<file path="src/rtl/mpoc_pkg.sv">
`timescale 1ns/1ps
package mpoc_pkg;
  localparam int BUS_W    = 8;
  localparam int ADDR_W   = 4;
  localparam int OFS_CMP  = 0;   // compare value, most significant byte first
  localparam int OFS_MASK = 2;
  localparam int OFS_PORT = 3;
  localparam int OFS_DATA = 13;

  // Masked merge: selected bits from nxt, the rest from cur.
  function automatic logic [BUS_W-1:0] masked_merge(input logic [BUS_W-1:0] cur,
                                                    input logic [BUS_W-1:0] nxt,
                                                    input logic [BUS_W-1:0] sel);
    return (cur & ~sel) | (nxt & sel);
  endfunction
endpackage

</file>
<file path="src/rtl/mpoc_regs.sv">
`timescale 1ns/1ps
module mpoc_regs
  import mpoc_pkg::*;
#(
  parameter int              CMP_W     = 16,
  parameter logic [BUS_W-1:0] DATA_IMPL = 8'hF8
) (
  input  logic              clk,
  input  logic              rst_n,
  input  logic [ADDR_W-1:0] bus_addr,
  input  logic              bus_wr,
  input  logic [BUS_W-1:0]  bus_wdata,
  input  logic [BUS_W-1:0]  port_q,
  output logic [CMP_W-1:0]  cmp_q,
  output logic [BUS_W-1:0]  mask_q,
  output logic [BUS_W-1:0]  data_q,
  output logic              port_wr,
  output logic [BUS_W-1:0]  bus_rdata
);
  localparam int NB = CMP_W / BUS_W;
  localparam logic [ADDR_W-1:0] A_MASK = ADDR_W'(OFS_MASK);
  localparam logic [ADDR_W-1:0] A_PORT = ADDR_W'(OFS_PORT);
  localparam logic [ADDR_W-1:0] A_DATA = ADDR_W'(OFS_DATA);

  logic [NB-1:0][BUS_W-1:0] cmp_bytes;

  for (genvar k = 0; k < NB; k++) begin : g_cmp_byte
    localparam logic [ADDR_W-1:0] A_BYTE = ADDR_W'(OFS_CMP + NB - 1 - k);
    always_ff @(posedge clk or negedge rst_n) begin
      if (!rst_n)                           cmp_bytes[k] <= '0;
      else if (bus_wr && bus_addr == A_BYTE) cmp_bytes[k] <= bus_wdata;
    end
  end

  assign cmp_q   = cmp_bytes;
  assign port_wr = bus_wr && (bus_addr == A_PORT);

  always_ff @(posedge clk or negedge rst_n) begin
    if (!rst_n) begin
      mask_q <= '0;
      data_q <= '0;
    end else if (bus_wr) begin
      if (bus_addr == A_MASK) mask_q <= bus_wdata;
      if (bus_addr == A_DATA) data_q <= bus_wdata & DATA_IMPL;
    end
  end

  always_comb begin
    bus_rdata = '0;
    for (int k = 0; k < NB; k++)
      if (bus_addr == ADDR_W'(OFS_CMP + NB - 1 - k)) bus_rdata = cmp_bytes[k];
    if (bus_addr == A_MASK) bus_rdata = mask_q;
    if (bus_addr == A_PORT) bus_rdata = port_q;
    if (bus_addr == A_DATA) bus_rdata = data_q & DATA_IMPL;
  end
endmodule

</file>
<file path="src/rtl/mpoc_match.sv">
`timescale 1ns/1ps
module mpoc_match #(
  parameter int CMP_W = 16
) (
  input  logic [CMP_W-1:0] cnt_in,
  input  logic             cnt_tick,
  input  logic [CMP_W-1:0] cmp_q,
  output logic             cmp_event
);
  assign cmp_event = cnt_tick && (cnt_in == cmp_q);
endmodule

</file>
<file path="src/rtl/mpoc_port.sv">
`timescale 1ns/1ps
module mpoc_port
  import mpoc_pkg::*;
(
  input  logic             clk,
  input  logic             rst_n,
  input  logic             cmp_event,
  input  logic             port_wr,
  input  logic [BUS_W-1:0] bus_wdata,
  input  logic [BUS_W-1:0] mask_q,
  input  logic [BUS_W-1:0] data_q,
  output logic [BUS_W-1:0] port_q
);
  logic [BUS_W-1:0] base_val;
  logic [BUS_W-1:0] port_nxt;

  always_comb begin
    base_val = port_wr ? bus_wdata : port_q;
    port_nxt = cmp_event ? masked_merge(base_val, data_q, mask_q) : base_val;
  end

  always_ff @(posedge clk or negedge rst_n) begin
    if (!rst_n) port_q <= '0;
    else        port_q <= port_nxt;
  end
endmodule

</file>
<file path="src/rtl/mpoc_top.sv">
`timescale 1ns/1ps
module mpoc_top
  import mpoc_pkg::*;
#(
  parameter int               CMP_W     = 16,
  parameter logic [BUS_W-1:0] DATA_IMPL = 8'hF8
) (
  input  logic              clk,
  input  logic              rst_n,
  input  logic [ADDR_W-1:0] bus_addr,
  input  logic              bus_wr,
  input  logic [BUS_W-1:0]  bus_wdata,
  output logic [BUS_W-1:0]  bus_rdata,
  input  logic [CMP_W-1:0]  cnt_in,
  input  logic              cnt_tick,
  output logic [BUS_W-1:0]  port_out
);
  logic [CMP_W-1:0] cmp_q;
  logic [BUS_W-1:0] mask_q;
  logic [BUS_W-1:0] data_q;
  logic             port_wr;
  logic             cmp_event;

  mpoc_regs #(.CMP_W(CMP_W), .DATA_IMPL(DATA_IMPL)) u_regs (
    .clk(clk), .rst_n(rst_n), .bus_addr(bus_addr), .bus_wr(bus_wr),
    .bus_wdata(bus_wdata), .port_q(port_out), .cmp_q(cmp_q),
    .mask_q(mask_q), .data_q(data_q), .port_wr(port_wr), .bus_rdata(bus_rdata)
  );

  mpoc_match #(.CMP_W(CMP_W)) u_match (
    .cnt_in(cnt_in), .cnt_tick(cnt_tick), .cmp_q(cmp_q), .cmp_event(cmp_event)
  );

  mpoc_port u_port (
    .clk(clk), .rst_n(rst_n), .cmp_event(cmp_event), .port_wr(port_wr),
    .bus_wdata(bus_wdata), .mask_q(mask_q), .data_q(data_q), .port_q(port_out)
  );
endmodule

</file>
<file path="config.mk">
export PLATFORM = sky130hd
export DESIGN_NAME = mpoc_top
export DESIGN_NICKNAME = d
export VERILOG_FILES = /design/src/rtl/mpoc_pkg.sv /design/src/rtl/mpoc_regs.sv /design/src/rtl/mpoc_match.sv /design/src/rtl/mpoc_port.sv /design/src/rtl/mpoc_top.sv
export SDC_FILE = /design/constraint.sdc
export NUM_CORES = 1
export LEC_CHECK = 0
export BUFFER_PORTS_ARGS = -buffer_cell sky130_fd_sc_hd__buf_2
export CAP_MARGIN = 10
export CELL_PAD_IN_SITES_DETAIL_PLACEMENT = 0
export CELL_PAD_IN_SITES_GLOBAL_PLACEMENT = 1
export CORE_ASPECT_RATIO = 0.75
export CORE_MARGIN = 2
export CORE_UTILIZATION = 40
export CTS_BUF_LIST = sky130_fd_sc_hd__clkbuf_16
export CTS_CLUSTER_DIAMETER = 50
export DETAILED_ROUTE_END_ITERATION = 8
export PLACE_DENSITY = 0.79
export RECOVER_POWER = 100
export SYNTH_ARGS = -nofsm -noshare
export SYNTH_HDL_FRONTEND = slang
export SYNTH_SLANG_ARGS = --single-unit
</file>
<file path="constraint.sdc">
create_clock -name clk -period 2.8 [get_ports clk]
set_input_delay 0.56 -clock clk [delete_from_list [all_inputs] [get_ports clk]]
set_output_delay 0.56 -clock clk [all_outputs]
set_load 0.01 [all_outputs]
</file>
==> out/metrics.yaml, run 1 <==
sta:
  fin_setup_tns_ns: 0
  tightest_slew_ns: 1.98
  rsz0062_at_grt: "no"
  holdWs_ns: 0.470
  finalHoldViolations: 0
  fmax_mhz: 407
  clock_skew_ns: 0.00632
  period_minus_slack_ns: 2.46
  slew_viol_final: 38
  fin_ws_ns: 0.344
  relSlewSlack: -0.323
  setup_viol: 0
  period_share: 0.877
global_routing:
  grt_pass1_vias: 1531
  grt_usage: 0.190
  grt_antenna_before_repair: 0
  grt_pass1_wl_um: 8000
  grt_overflow: 0
  grt_max_degree: 38
detailed_routing:
  ant_nets: 0
  dr.first_iter.drc_count: 48
  firstDrtPassIters: 4
  vias_per_cell: 5.50
  drc: 0
  drt_wl_total_um: 4830
  vias: 1447
  wl_per_cell_um: 18.4
setup_path:
  cp.arrival_ns: 2.61
  crit_type: "in2reg"
  cp_data_required_time_ns: 2.96
  cp_max_fo: 9
  cp-start-kind: "input port"
  end_kind: "register"
yosys:
  synth_top_family_by_area: "multiplexers"
  synth_seq_area_share: 0.457
  syn_nets: 183
  synth_mux_area_frac: 0.320
  syn_inst: 151
  yosysWarnings: 0
  ys_ff_latch: 37
  synth_cell_types: 33
  synth-compound-area-share: 0.0457
  synthAdderAreaFrac: 0
  synthFlopType: "dfrtp_1"
  synthArstFlopShare: 1.00
  synth_xor_area_frac: 0.0562
  synth_edf_count: 0
  syn_avg_cell_area_um2: 13.4
  synth_simple_gate_area_frac: 0.104
  synth_area_um2: 2030
final_layout:
  final_cells: 263
  fill_cells: 452
  nNetsFinal: 234
  antenna_cells: 0
  areaGrowthSynthToFinish_pct: 19.6
  finalInstanceArea_um2: 2420
  final_util: 0.497
  drive_above_1_share: 0.389
floorplanning:
  die_h_um: 65.6
  die-area_um2: 5660
  coreArea_um2: 4870
  pin_count: 48
  initial_core_util: 0.416
  core.rowCount: 22
  fp.dieW_um: 86.2
power_and_ir_drop:
  p_sw_mw: 0.471
  p_sw_frac: 0.267
  seq_power_share: 0.434
  pwr-share-comb: 0.216
  vdd_drop_max_uv: 341
  p_clk_frac: 0.351
  power_leakage_nw: 1.06
  p_per_area_nw_per_um2: 728
  p_int_mw: 1.29
  power.total_mw: 1.76
placed_design:
  pre_cts_ws_ns: 0.366
  placed_area_um2: 2320
  gp_congestion: 0.780
  post-place-cells: 255
  hpwl_um: 3500
  io_buffers: 47
clock_network:
  tritoncts: "built"
  clk_pin_slew_ns: 0.06
  cts_buffers: 5
  post_cts_buffers: 0
  clk_latency_ns: 0.28
  cts_root_buf: "clkbuf_16"
  cts.sinks: 37
  htreeDepth: 2
  ctsHoldBuffers: 0
  ctsLongestPathBuffers: 2
  cts_resized: 0
job:
  max-cap-violations: 1
hold_path:
  hold_path_class: "reg2reg"
run_status:
  status: "finished with violations"
  violations: "capacitance limit, slew limit"
-- registers in the layout, summed over array words and instances (netlist names) --
register / cells
u_regs.mask_q: 8
u_regs.data_q: 5
u_regs.cmp_q: 16
u_port.port_q: 8
-- cells by family (layout without fill, tap and decap cells) --
family,after synthesis,count (layout)
multiplexers,49,49
buffers and inverters,7,59
XOR/XNOR,13,13
flip-flops,37,37
AND/OR/NAND/NOR,31,31
AO/OA/AOI/OAI,14,14
-- Yosys cell counts (all sizes together) (2+ instances only) --
cell type   n  area, µm²
inv         2       7.51
a22o        4       35.0
mux2i       4       40.0
nand2       6       22.5
a21oi       5       25.0
nand3       7       35.0
dfrtp      37        926
xor2        6       52.6
buf         4       22.5
xnor2       7       61.3
and2        4       26.3
nor2        4       22.5
mux4        7        161
mux2       38        447
o21ai       2       10.0
nor4        2       27.5
and2b       2       15.0
-- area by class of cell --
| class | count | area (µm²) | share of cell area |
|---|---|---|---|
| multi-input cells | 107 | 1030 | 0.424 |
| flip-flops and latches | 37 | 926 | 0.382 |
| repair buffers | 49 | 224 | 0.0924 |
| clock buffers | 5 | 125 | 0.0516 |
| well taps | 60 | 75.1 | 0.0310 |
| clock inverters | 3 | 37.5 | 0.0155 |
| inverters | 2 | 7.51 | 0.00310 |
-- layer usage --
layer | vias to the layer above | wire (µm) | global-route usage
li1 | 663 | - | -
met1 | 741 | 2460 | 0.282
met2 | 39 | 2130 | 0.284
met5 | - | 0 | 0
met3 | 4 | 226 | 0.0452
met4 | 0 | 12 | 0.0352
-- critical path, stage by stage --
cell      delay [ns]
clkbuf_1        0.10
nor2_1          0.26
nand2_1         0.18
nor3_1          1.07
mux2_2          0.43
-- worst paths after layout --
kind	start	to	slack (ns)	cells past startpoint
min in group asynchronous	rst_n	u_regs.cmp_q[0]	0.84	1
setup / recovery	bus_addr[3]	u_regs.cmp_q[15]	0.34	5
max in group asynchronous	rst_n	u_regs.cmp_q[12]	0.82	1
hold / removal	u_regs.mask_q[1]	u_port.port_q[1]	0.47	1
hold reg to reg	u_regs.mask_q[1]	u_port.port_q[1]	0.47	1
setup reg to reg	u_regs.cmp_q[15]	u_port.port_q[6]	0.86	5
-- power by group through the flow --
stage | clock, mW | combinational [mW] | sequential, mW
finish | 0.619 | 0.380 | 0.765
global route | 0.657 | 0.421 | 0.784
CTS | 0.628 | 0.412 | 0.766
detailed placement | 0 | 0.408 | 0.775
global placement | 0 | 0.401 | 0.770
floorplan | 0 | 0.277 | 0.755
-- cells in the final DEF (no fill, tap or decap), types with 2 or more instances in the layout --
| master | instances |
|---|---|
| mux2i_1 | 4 |
| nand3_1 | 7 |
| and2_0 | 3 |
| xnor2_1 | 7 |
| a21oi_1 | 5 |
| buf_2 | 32 |
| o21ai_0 | 2 |
| nand2_1 | 6 |
| inv_1 | 3 |
| mux4_2 | 6 |
| clkbuf_16 | 5 |
| a22o_1 | 4 |
| mux2_2 | 33 |
| and2b_1 | 2 |
| dfrtp_1 | 37 |
| xor2_1 | 6 |
| mux2_1 | 5 |
| nor2_1 | 3 |
| clkbuf_1 | 17 |
(Power assumes the default switching activity.)
==> inputs of run 2 (changes only) <==
==> constraint.sdc (replaced) <==
create_clock -name clk -period 2.92 [get_ports clk]
set_input_delay 0.584 -clock clk [delete_from_list [all_inputs] [get_ports clk]]
set_output_delay 0.584 -clock clk [all_outputs]
set_load 0.01 [all_outputs]
==> out/metrics.yaml, run 2 (synthesized netlist as in run 1, its figures left out) <==
run_status:
  status: "finished with violations"
  violations: "capacitance limit, slew limit"
sta:
  holdWs_ns: 0.466
  tightest_slew_ns: 2.02
  slew_viol_final: 38
  period_share: 0.849
  clock_skew_ns: 0.00238
  fin_setup_tns_ns: 0
  setup_viol: 0
  fin_ws_ns: 0.441
  period_minus_slack_ns: 2.48
  fmax_mhz: 403
  relSlewSlack: -0.344
  rsz0062_at_grt: "no"
  finalHoldViolations: 0
clock_network:
  tritoncts: "built"
  cts_resized: 0
  clk_latency_ns: 0.28
  ctsLongestPathBuffers: 2
  cts.sinks: 37
  post_cts_buffers: 0
  htreeDepth: 2
  clk_pin_slew_ns: 0.05
  cts_buffers: 5
  ctsHoldBuffers: 0
  cts_root_buf: "clkbuf_16"
setup_path:
  crit_type: "in2out"
  cp_data_required_time_ns: 2.34
  cp_max_fo: 15
  end_kind: "output port"
  cp.arrival_ns: 1.90
  cp-start-kind: "input port"
power_and_ir_drop:
  power.total_mw: 1.60
  p_per_area_nw_per_um2: 665
  vdd_drop_max_uv: 333
  power_leakage_nw: 1.04
final_layout:
  seq_area_um2: 926
  drive_above_1_share: 0.396
  final_cells: 262
  largest_reg_flops: 16
  mostFrequentLayoutCell: "dfrtp_1"
  multi_input_area_um2: 1040
  areaGrowthSynthToFinish_pct: 19.0
  fill_cells: 465
  layout_common_cells: "dfrtp_1 (37), mux2_2 (33), buf_2 (30)"
  nNetsFinal: 234
  antenna_cells: 0
job:
  max-cap-violations: 1
floorplanning:
  initial_core_util: 0.416
  coreArea_um2: 4870
  pin_count: 48
  core.rowCount: 22
  die-area_um2: 5660
  die_h_um: 65.6
  fp.dieW_um: 86.2
global_routing:
  grt_pass1_vias: 1534
  grt_pass1_wl_um: 7970
  grt_max_degree: 38
  grt_usage: 0.193
  grt_antenna_before_repair: 0
  grt_overflow: 0
detailed_routing:
  ant_nets: 0
  drt_wl_total_um: 4820
  dr.first_iter.drc_count: 78
  firstDrtPassIters: 4
  wl_per_cell_um: 18.4
  vias_per_cell: 5.50
  drc: 0
  vias: 1442
placed_design:
  post-place-cells: 255
  gp_congestion: 0.773
  io_buffers: 47
  hpwl_um: 3460
  pre_cts_ws_ns: 0.443
hold_path:
  hold_path_class: "reg2reg"
-- run 2: cell count changes in the layout (fill, tap and decap cells not counted), sizes merged --
| cell | previous run | this run |
|---|---|---|
| clkinvlp | 0 | 1 |
| bufinv | 1 | 0 |
| inv | 3 | 2 |
| buf | 32 | 31 |
| clkbuf | 22 | 23 |
-- run 2: final cells by class --
type	count	area share
Tap cell	60	0.0311
Sequential cell	37	0.384
Clock inverter	2	0.00467
Timing Repair Buffer	49	0.0934
Inverter	2	0.00311
Multi-Input combinational cell	107	0.432
Clock buffer	5	0.0519
-- run 2: power breakdown --
group	switching [mW]	total [mW]	internal [mW]
combinational	0.154	0.364	0.210
clock	0.200	0.507	0.308
sequential	0.0984	0.732	0.634
total	0.452	1.60	1.15
-- run 2: worst paths after layout --
| path | from | end | slack, ns | depth (start not counted) |
|---|---|---|---|---|
| max in group asynchronous | rst_n | u_regs.data_q[7] | 0.89 | 1 |
| min in group asynchronous | rst_n | u_regs.cmp_q[0] | 0.87 | 1 |
| worst min register to register | u_regs.mask_q[1] | u_port.port_q[1] | 0.47 | 1 |
| worst max-delay path | bus_addr[1] | bus_rdata[5] | 0.44 | 4 |
| worst max register to register | u_regs.cmp_q[15] | u_port.port_q[5] | 0.99 | 5 |
| worst min-delay path | u_regs.mask_q[1] | u_port.port_q[1] | 0.47 | 1 |
-- run 2: critical path, stage by stage --
cell and delay, ns:
buf_2 0.37, mux4_2 0.57, a22o_1 0.24, clkbuf_1 0.12
-- run 2: routing by layer --
metal  part of all wire  vias to the layer above  GRT usage  routed length, µm
met5                  0                        -          0                  0
met4              0.013                        0     0.0645                 65
met3              0.051                        7     0.0477                245
met2               0.45                       35      0.297               2190
met1               0.48                      736      0.267               2320
li1                   -                      664          -                  -
-- run 2: stage by stage --
stage / cell area [µm²] / utilization
6_report: 2410 / 0.495
4_1_cts: 2460 / 0.505
2_1_floorplan: 2030 / -
5_1_grt: 2410 / 0.495
3_5_place_dp: 2320 / 0.477
3_3_place_gp: 2320 / 0.477
==> inputs of run 3 (changes only) <==
--- a/config.mk
+++ b/config.mk
@@ -11,7 +11,7 @@
 export CELL_PAD_IN_SITES_GLOBAL_PLACEMENT = 1
 export CORE_ASPECT_RATIO = 0.75
 export CORE_MARGIN = 2
-export CORE_UTILIZATION = 40
+export CORE_UTILIZATION = 38
 export CTS_BUF_LIST = sky130_fd_sc_hd__clkbuf_16
 export CTS_CLUSTER_DIAMETER = 50
 export DETAILED_ROUTE_END_ITERATION = 8
==> constraint.sdc (replaced) <==
create_clock -name clk -period 2.2 [get_ports clk]
set_input_delay 0.44 -clock clk [delete_from_list [all_inputs] [get_ports clk]]
set_output_delay 0.44 -clock clk [all_outputs]
set_load 0.01 [all_outputs]
==> out/metrics.yaml, run 3 (synthesized netlist as in run 1, its figures left out) <==
run_status:
  status: "finished clean"
placed_design:
  io_buffers: 47
  post-place-cells: 269
  hpwl_um: 3530
  gp_congestion: 0.785
setup_path:
  cp_data_required_time_ns: 1.76
  r2r-start: "u_regs.cmp_q[15]"
  cp_max_fo: 8
  crit_slowest_cell: "mux4_2"
  worst_r2r_path_depth: 5
  critical-path-top-delay-family: "multiplexers"
  path_buf_inv: 2
  crit_type: "in2out"
  cp.arrival_ns: 1.61
  cp_slowest_stage_delay_ns: 0.54
  path_cells: "buf_2, mux4_2, a22o_1, clkbuf_2"
  cp-start-kind: "input port"
  end_kind: "output port"
  r2r_end: "u_port.port_q[6]"
  rrSetupSlack_ns: 0.24
clock_network:
  ctsLongestPathBuffers: 2
  clk_pin_slew_ns: 0.06
  clk_latency_ns: 0.28
  htreeDepth: 2
  tritoncts: "built"
  cts_buffers: 5
  ctsHoldBuffers: 0
  cts_root_buf: "clkbuf_16"
  cts.sinks: 37
  cts_resized: 0
  post_cts_buffers: 0
detailed_routing:
  drc: 0
  wl_per_cell_um: 17.8
  vias: 1424
  drt_wl_total_um: 4940
  ant_nets: 0
  dr.first_iter.drc_count: 67
  vias_per_cell: 5.14
  firstDrtPassIters: 4
floorplanning:
  coreArea_um2: 5010
  pin_count: 48
  die_h_um: 67.2
  die-area_um2: 5940
  fp.dieW_um: 88.3
  initial_core_util: 0.404
  core.rowCount: 22
job:
  max-cap-violations: 0
sta:
  finalHoldViolations: 0
  fin_setup_tns_ns: 0
  rsz0062_at_grt: "no"
  relSlewSlack: 0.375
  period_minus_slack_ns: 2.05
  clock_skew_ns: 0.00523
  fmax_mhz: 487
  period_share: 0.933
  slew_viol_final: 0
  setup_viol: 0
  holdWs_ns: 0.292
  tightest_slew_ns: 0.937
final_layout:
  areaGrowthSynthToFinish_pct: 23.7
  final_util: 0.500
  antenna_cells: 0
  final_cells: 277
  layout_common_cells: "dfrtp_1 (37), mux2_2 (33), buf_2 (30)"
  nNetsFinal: 236
  fill_cells: 478
  mostFrequentLayoutCell: "dfrtp_1"
  largest_reg_flops: 16
  drive_above_1_share: 0.420
power_and_ir_drop:
  power_leakage_nw: 1.09
  p_per_area_nw_per_um2: 954
  vdd_drop_max_uv: 484
global_routing:
  grt_pass1_vias: 1484
  grt_usage: 0.186
  grt_max_degree: 38
  grt_pass1_wl_um: 8080
  grt_antenna_before_repair: 0
  grt_overflow: 0
hold_path:
  hold_path_class: "in2async"
[run 3: through the flow]
| stage | setup WS (ns) | area, µm² | power [mW] |
|---|---|---|---|
| finish | 0.147 | 2510 | 2.39 |
| CTS | 0.136 | 2560 | 2.44 |
| detailed placement | 0.138 | 2370 | 1.51 |
| global route | 0.0729 | 2510 | 2.51 |
| floorplan | 0.179 | 2030 | 1.31 |
| global placement | 0.130 | 2370 | 1.50 |
[run 3: worst reg2reg max path, cell delays in order, from the launching register on]
cell     delay (ns)
dfrtp_1        0.41
xor2_1         0.17
nor4_1         0.33
and4_1         0.44
nand3_1        0.15
mux2_1         0.33
[run 3: cell type report]
class                           instances  area [µm²]  share of cell area
Clock buffer                            5         125              0.0499
Timing Repair Buffer                   51         259               0.103
Inverter                                2        7.51             0.00300
Multi-Input combinational cell        107        1030               0.412
Sequential cell                        37         926               0.369
Tap cell                               72        90.1              0.0359
Clock inverter                          3        65.1              0.0260
[run 3: routing by layer]
| layer | share of wire | global-route usage |
|---|---|---|
| met3 | 0.051 | 0.0440 |
| met4 | 0.0063 | 0.0341 |
| met1 | 0.50 | 0.276 |
| met5 | 0 | 0 |
| met2 | 0.44 | 0.279 |
[run 3: report_power, final]
| group | switching (mW) | internal, mW | total [mW] | leakage (nW) |
|---|---|---|---|---|
| Clock | 0.275 | 0.647 | 0.922 | 0.0938 |
| Combinational | 0.207 | 0.283 | 0.490 | 0.542 |
| Sequential | 0.138 | 0.841 | 0.979 | 0.453 |
[run 3: worst max-delay path by stage]
stage / cells past startpoint / startpoint / slack [ns] / endpoint
finish: 4 / bus_addr[1] / 0.15 / bus_rdata[5]
detailed placement: 4 / bus_addr[1] / 0.14 / bus_rdata[5]
global route: 4 / bus_addr[1] / 0.07 / bus_rdata[5]
CTS: 4 / bus_addr[1] / 0.14 / bus_rdata[5]
global placement: 4 / bus_addr[1] / 0.13 / bus_rdata[5]
floorplan: 4 / bus_addr[1] / 0.18 / bus_rdata[4]
